===== src/rtl/lsdPkg.sv =====
`timescale 1ns/1ps
package lsdPkg;
  localparam int GEN_LEN = 11;
  localparam int GEN_TAP = 9;
  localparam int GRP     = 5;
  localparam int HIST    = 2 * GEN_LEN;
  localparam int NUM_PAT = 5;

  localparam logic [GRP-1:0] HALT_GRP = 5'b00100;

  typedef logic [GEN_LEN-1:0] genState_t;

  typedef struct packed {
    logic      advance;
    logic      load;
    genState_t seed;
  } ctlStrobe_t;

  // Advance the generator GRP steps. Bit i of the state is the key bit of age i.
  function automatic genState_t stepGen(genState_t st);
    logic [GEN_LEN+GRP-1:0] w;
    w = '0;
    w[GEN_LEN+GRP-1:GRP] = st;
    for (int j = GRP - 1; j >= 0; j--) begin
      w[j] = w[j+GEN_TAP] ^ w[j+GEN_LEN];
    end
    return w[GEN_LEN-1:0];
  endfunction

  // Key-cancelling signature over a HIST-bit window (bit 0 newest).
  function automatic genState_t signature(logic [HIST-1:0] w);
    genState_t s;
    for (int i = 0; i < GEN_LEN; i++) begin
      s[i] = w[i] ^ w[i+GEN_TAP] ^ w[i+GEN_LEN];
    end
    return s;
  endfunction

  // Plaintext window of a line state. kind: 0 idle, 1 halt, 2 master A, 3 master B, 4 quiet.
  function automatic logic [HIST-1:0] patWindow(int kind);
    logic [HIST-1:0] w;
    for (int i = 0; i < HIST; i++) begin
      int grpIdx;
      int bitIdx;
      grpIdx = i / GRP;
      bitIdx = i % GRP;
      case (kind)
        0:       w[i] = 1'b1;
        1:       w[i] = HALT_GRP[bitIdx];
        2:       w[i] = (grpIdx % 2 == 0) ? HALT_GRP[bitIdx] : 1'b0;
        3:       w[i] = (grpIdx % 2 == 1) ? HALT_GRP[bitIdx] : 1'b0;
        default: w[i] = 1'b0;
      endcase
    end
    return w;
  endfunction
endpackage


===== src/rtl/lsdSyncCtrl.sv =====
`timescale 1ns/1ps
module lsdSyncCtrl
  import lsdPkg::*;
(
  input  logic                clk,
  input  logic                rst,
  input  logic                inValid,
  input  logic                permit,
  input  logic [GRP-1:0]      rxGroup,
  output ctlStrobe_t          ctl
);
  localparam int KEEP = HIST - GRP;

  logic [KEEP-1:0]    rxHist;
  logic [HIST-1:0]    histNext;
  genState_t          sigObs;
  logic [NUM_PAT-1:0] hitOk;
  genState_t          cand [NUM_PAT];
  genState_t          chosen;
  logic               anyOk;

  assign histNext = {rxHist, rxGroup};
  assign sigObs   = signature(histNext);

  generate
    for (genvar k = 0; k < NUM_PAT; k++) begin : g_pat
      localparam logic [HIST-1:0] PWIN = patWindow(k);
      localparam genState_t       PSIG = signature(PWIN);
      assign cand[k]  = histNext[GEN_LEN-1:0] ^ PWIN[GEN_LEN-1:0];
      assign hitOk[k] = (sigObs == PSIG) && (|cand[k]);
    end
  endgenerate

  // Lowest index wins.
  always_comb begin
    chosen = '0;
    anyOk  = 1'b0;
    for (int k = NUM_PAT - 1; k >= 0; k--) begin
      if (hitOk[k]) begin
        chosen = cand[k];
        anyOk  = 1'b1;
      end
    end
  end

  assign ctl.advance = inValid;
  assign ctl.load    = inValid && permit && anyOk;
  assign ctl.seed    = chosen;

  always_ff @(posedge clk) begin
    if (rst) rxHist <= '0;
    else if (inValid) rxHist <= histNext[KEEP-1:0];
  end
endmodule


===== src/rtl/lsdKeyGen.sv =====
`timescale 1ns/1ps
module lsdKeyGen
  import lsdPkg::*;
#(
  parameter genState_t SEED = '1
) (
  input  logic           clk,
  input  logic           rst,
  input  ctlStrobe_t     ctl,
  input  logic [GRP-1:0] rxGroup,
  output logic [GRP-1:0] dataOut,
  output logic           outValid,
  output logic           capture,
  output genState_t      genState
);
  genState_t genNext;
  genState_t keyState;

  assign genNext  = stepGen(genState);
  assign keyState = ctl.load ? ctl.seed : genNext;

  always_ff @(posedge clk) begin
    if (rst) begin
      genState <= SEED;
      dataOut  <= '0;
      outValid <= 1'b0;
      capture  <= 1'b0;
    end else begin
      outValid <= ctl.advance;
      capture  <= ctl.load;
      if (ctl.advance) begin
        genState <= keyState;
        dataOut  <= rxGroup ^ keyState[GRP-1:0];
      end
    end
  end
endmodule


===== src/rtl/lsDescrambler.sv =====
`timescale 1ns/1ps
module lsDescrambler
  import lsdPkg::*;
#(
  parameter genState_t SEED = '1
) (
  input  logic           clk,
  input  logic           rst,
  input  logic           inValid,
  input  logic [GRP-1:0] rxScr,
  input  logic           permit,
  output logic [GRP-1:0] dataOut,
  output logic           outValid,
  output logic           capture
);
  ctlStrobe_t ctl;
  genState_t  genState;
  logic       loadStrobe;

  assign loadStrobe = ctl.load;

  lsdSyncCtrl u_ctrl (
    .clk     (clk),
    .rst     (rst),
    .inValid (inValid),
    .permit  (permit),
    .rxGroup (rxScr),
    .ctl     (ctl)
  );

  lsdKeyGen #(.SEED(SEED)) u_gen (
    .clk      (clk),
    .rst      (rst),
    .ctl      (ctl),
    .rxGroup  (rxScr),
    .dataOut  (dataOut),
    .outValid (outValid),
    .capture  (capture),
    .genState (genState)
  );
endmodule


===== config.mk =====
export PLATFORM = sky130hd
export DESIGN_NAME = lsDescrambler
export DESIGN_NICKNAME = d
export VERILOG_FILES = /design/src/rtl/lsdPkg.sv /design/src/rtl/lsdSyncCtrl.sv /design/src/rtl/lsdKeyGen.sv /design/src/rtl/lsDescrambler.sv
export SDC_FILE = /design/constraint.sdc
export NUM_CORES = 1
export LEC_CHECK = 0
export BUFFER_PORTS_ARGS = -buffer_cell sky130_fd_sc_hd__buf_4
export CAP_MARGIN = 20
export CORE_AREA = 2 2 64 66
export DETAILED_ROUTE_END_ITERATION = 12
export DIE_AREA = 0 0 66 68
export PLACE_DENSITY = 0.78
export SLEW_MARGIN = 0
export SYNTH_ARGS = -nofsm -noshare
export SYNTH_HDL_FRONTEND = slang
export SYNTH_SLANG_ARGS = --single-unit

===== constraint.sdc =====
create_clock -name clk -period 3.5 [get_ports clk]
set_input_delay 0.7 -clock clk [delete_from_list [all_inputs] [get_ports clk]]
set_output_delay 0.7 -clock clk [all_outputs]
set_load 0.02 [all_outputs]

# After elaboration in Yosys (flattened, before gate mapping)

Index checks and enable logic that the tools add are counted.

Add/sub/neg operators: 0
$mul: 0
Div/mod/pow operators: 0
Magnitude comparators: 0
Equality and inequality tests: 4
Shifts and indexed selects: 0
Multiplexer cells: 11
Bitwise gates (word level): 32
Reduce and logical (&&, ||, !) cells: 13

Operator list:

| cell                                                              | number |
|---|---|
| 11-bit two-way mux                                                | 6 |
| 11-bit OR reduction                                               | 5 |
| 1-bit XOR                                                         | 27 |
| 11-bit by 9-bit == test with 1-bit output (second input constant) | 2 |
| 11-bit == test (second input constant)                            | 1 |
| 11-bit by 4-bit == test with 1-bit output (second input constant) | 1 |
| 11-bit logical NOT                                                | 1 |
| 11-bit inverter                                                   | 1 |
| 1-bit logical AND                                                 | 7 |
| 1-bit two-way mux                                                 | 5 |
| 5-bit XOR                                                         | 1 |
| 1-bit inverter                                                    | 2 |
| 2-bit inverter                                                    | 1 |

Register bits after elaboration: 35
Latch bits: 0
Bits in writable memories: 0
Memory bits (read-only): 0
Bits of input ports: 9
Output and inout bits: 7
Memories kept: 0

# Logic depth before layout (Yosys ltp)

Depth after elaboration: 12
Gate-level depth with buffers: 10

# Hierarchy

A second synthesis with hierarchy kept.

Cells, all modules: 258
Area total of the unflattened synthesis: 2,306.0 µm²

By module, submodules not included:

| module      | times used | cells each | area an instance (µm²) | sequential area each (µm²) |
|---|---|---|---|---|
| lsdSyncCtrl | 1          | 156        | 1,405.1                | 340.3 |
| lsdKeyGen   | 1          | 102        | 900.9                  | 360.3 |

# Least setup slack after synthesis

Ideal clock, no wire load.

Path type: input to register
Start point: in rxScr[0]
End point: reg u_gen.dataOut[2]
Arrival time: 2.726 ns
Required time: 3.359 ns
Path slack: 0.633 ns
Stages: 10
Buffers on the path: 2
Cell sequence: buf_6 xor2_1 or3_4 a2111oi_4 o21ai_2 a311oi_1 o21a_1 buf_4 mux2i_1 a211oi_2

Longest elaborated chain between the ends: 12

RTL lines:

| item                            | line                | source |
|---|---|---|
| start, declared                 | lsDescrambler.sv:10 | `input logic [GRP-1:0] rxScr,` |
| 1-bit XOR (2 in series)         | lsdPkg.sv:34        | `s[i] = w[i] ^ w[i+GEN_TAP] ^ w[i+GEN_LEN];` |
| 11-bit logical NOT              | lsdSyncCtrl.sv:30   | `assign hitOk[k] = (sigObs == PSIG) && (\|cand[k]);` |
| 1-bit logical AND               | lsdSyncCtrl.sv:30   |  |
| 1-bit two-way mux (5 in series) | lsdSyncCtrl.sv:39   | `if (hitOk[k]) begin` |
| 1-bit logical AND               | lsdSyncCtrl.sv:47   | `assign ctl.load = inValid && permit && anyOk;` |
| 11-bit two-way mux (*)          | lsdKeyGen.sv:20     | `assign keyState = ctl.load ? ctl.seed : genNext;` |
| 5-bit XOR (*)                   | lsdKeyGen.sv:33     | `dataOut <= rxGroup ^ keyState[GRP-1:0];` |
| end signal, assigned            | lsdKeyGen.sv:33     |  |
| end, declared                   | lsdKeyGen.sv:11     | `output logic [GRP-1:0] dataOut,` |

Every way passes the cells marked *; elsewhere a longest branch is shown, timed or not.
A chain may end at the register's enable or synchronous reset.

# Worst setup path in the final report

Same ends and word-level chain as after synthesis.

==> flow_summary_export.csv <==
group,metric,value,unit
setup_path,cpMaxStageDelayCell,"a2111oi_4",
clocking,numCtsBuffers,5,
global_routing,grt_pass1_wl,7.583,mm
clocking,cts.sinks,35,
die,ioPinCount,16,
sta,rsz0062_at_grt,"false",
clocking,clockBufferDepth,2,
sta,tns,0,ns
clocking,clk_pin_slew,0.06,ns
setup_path,arrival,3.03,ns
yosys,ys_seq_area_share,31.60,%
sta,max_freq,0.3471,GHz
global_routing,antenna_found_initial,0,
yosys,synth_top_area_share,31.60,%
setup_path,critPathKind,"in -> reg",
yosys,synth_xor_area_share,15.86,%
drt,wl_per_cell,14.91,um
yosys,ys_async_sr_fraction,0,%
setup_path,crit_fanout,9,
clocking,ctsRootBufferMaster,"clkbuf_8",
power,powerDensity,380.0,nW/um^2
setup_path,crit_family,"compound AO/OA/AOI/OAI gates",
finish,drive_gt1_share,13.62,%
clocking,cts_hold_buffers,0,
sta,finalCritPeriodShare,82.31,%
die,die_h,68,um
sta,maxSlewViolCount,0,
power,power,0.9052,mW
global_routing,grt-ovfl-total,0,
yosys,synthAdderAreaFrac,0,%
clocking,cts_resized,0,
die,rows,23,
yosys,synth.area.top_cells,"dfxtp_1, mux2i_1, xor2_1, xnor2_1, nor2_1",
drt,drt_drc_violations_left,0,
global_routing,grt_usage,22.51,%
power,swShare,28.91,%
finish,final_util,61.78,%
power,ir_worst_vdd,247.0,uV
drt,ant_nets,0,
finish,fin_nets,265,
setup_path,startpoint_type,"input pin",
min_path,hold_class,"reg -> reg",
yosys,synth_top_family_by_area,"simple AND/OR/NAND/NOR gates",
placement,post-place-ws,0.3315,ns
setup_path,path_buf_inv,1,
clocking,htree_num_levels,2,
global_routing,grt_max_degree,35,
drt,drtPass1Iterations,4,
sta,finalHoldViolCount,0,
placement,gp_congestion,0.8445,
global_routing,met3_usage,5.263,%
global_routing,met1_usage,30.61,%
sta,worst_pin_slew,0.6213,ns
placement,place_hpwl,3.216,mm
yosys,synthesis.nets,263,
global_routing,top_usage_layer,"met2",
yosys,synth_cells,254,
global_routing,first_global_vias,1558,
yosys,yosys.area.top_type,"dfxtp_1",
global_routing,grtUsageMet2,35.23,%
sta,relSlewSlack,58.43,%
power,combPwrFrac,20.1,%
drt,wl,4.578,mm
placement,placedCellCount,299,
yosys,ys_ff_latch,35,
drt,via_per_inst,5.710,
clocking,postCtsSetupBuffers,0,
die,die_x,66,um
yosys,ys_types,43,
drt,vias,1753,
setup_path,path_cells,"buf_4, xor2_1, or3_4, a2111oi_4, o21ai_2, a311oi_1, o21a_1, mux2i_1, a211oi_2",
placement,numPortBuffers,15,
die,die-area,4488,um^2
sta,fin_skew,0.006680,ns
power,p_int,0.6435,mW
setup_path,crit_path_max_incr_delay,0.42,ns
finish,fin_area,2382,um^2
power,power.share.clock,30.5,%
yosys,ys.flop_type,"dfxtp_1",
die,initial_core_util,57.50,%
die,core,3856,um^2
finish,syn_to_final_growth,7.449,%
sta,layout_min_cycle_time,2.881,ns
clocking,cts_tree,"built",
status,status,"completed",
sta,setup_violations,0,
yosys,synthSimpleGateAreaFrac,21.33,%
yosys,synth_compound_area_share,14.39,%
clocking,worstSkewPairLatency,0.29,ns
sta,holdWs,0.4753,ns
yosys,synth_area,2217,um^2
yosys,synth-edff-count,0,
power,leakagePower,0.9294,nW
run,cap_violations,0,
finish,num_antenna_cells,0,
setup_path,cp.required,3.65,ns
power,p_seq_share,49.4,%
yosys,ys_warn_count,0,
yosys,muxShareOfSynthArea,11.29,%
setup_path,cp-end-kind,"register",
drt,drtIter0Drc,80,
power,netSwitchingPower,0.2617,mW
finish,layoutNonFillerInstCount,307,
placement,postPlaceCellArea,2301,um^2
yosys,avgSynthCellArea,8.729,um^2
sta,setup_slack,0.6192,ns
## cells by family (layout without fill, tap and decap cells)
family                 Yosys count  after routing
XOR/XNOR                        37             37
multiplexers                    25             25
buffers and inverters           25             28
AO/OA/AOI/OAI                   44             44
AND/OR/NAND/NOR                 88             88
flip-flops                      35             35
## worst paths after layout
kind	startpoint	endpoint	slack [ns]	cells after the start
setup reg to reg	u_ctrl.rxHist[5]$_SDFFE_PP0P_	u_gen.dataOut[2]$_SDFFE_PP0P_	0.72	8
setup / recovery	rxScr[0]	u_gen.dataOut[2]$_SDFFE_PP0P_	0.62	9
hold / removal	u_gen.genState[1]$_SDFFE_PP1P_	u_gen.genState[1]$_SDFFE_PP1P_	0.48	2
hold reg to reg	u_gen.genState[1]$_SDFFE_PP1P_	u_gen.genState[1]$_SDFFE_PP1P_	0.48	2
## registers in the layout, summed over array words and instances, names as in the netlist
name and count:
u_ctrl.rxHist 17, u_gen.outValid 1, u_gen.capture 1, u_gen.dataOut 5, u_gen.genState 11
## power groups by stage
stage	Sequential (mW)	Combinational, mW	Clock, mW
finish	0.447	0.182	0.276
global route	0.450	0.200	0.303
CTS	0.447	0.181	0.284
detailed placement	0.456	0.180	0
global placement	0.455	0.177	0
floorplan	0.451	0.145	0
## worst reg2reg max path, delay by kind of cell (launching register included)
kind	cells	cell delay (ns)
muxes	1	0.26
xor gates and xnor gates	1	0.22
and+or+nand+nor	3	0.94
DFF	1	0.54
AOI/OAI and AO/OA	3	0.68
## layer usage
metal / routed length, um / share of wire [%]
met1: 2284 / 50
met4: 67 / 1.5
met5: 0 / 0
met3: 147 / 3.2
met2: 2079 / 45
## synthesized netlist by cell type, types with 2 or more instances
master and number:
a21oi_1 14, a41o_1 2, a311o_1 4, or3_1 6
nand2b_1 2, nand3_1 7, o21ai_0 8, buf_2 5
inv_1 2, and3_1 3, nand4_1 3, mux2i_1 25
nand2_1 7, buf_4 2, o21a_1 2, nor2_1 32
buf_6 2, nor3_1 14, xnor3_1 2, xnor2_1 15
clkbuf_1 13, dfxtp_1 35, o211ai_1 5, xor2_1 20
or3_4 3, nor4_1 4
## cell usage in the layout (no fill, tap or decap), drive strengths merged, types with 7 or more instances in the layout
cell and instances:
dfxtp 35, o21ai 9, a21oi 15, or3 9
nor3 15, nand3 7, nor2 33, xor2 20
xnor2 15, buf 17, clkbuf 7, mux2i 25
nand2 7
## final cells by class
type | instances | area [um^2]
Clock buffer | 7 | 76.32
Sequential cell | 35 | 700.7
Clock inverter | 1 | 5.005
Inverter | 3 | 11.26
Timing Repair Buffer | 17 | 127.6
Fill cell | 381 | 1474
Multi-Input combinational cell | 194 | 1399
Tap cell | 50 | 62.56
Power figures use the tool's default switching activity.
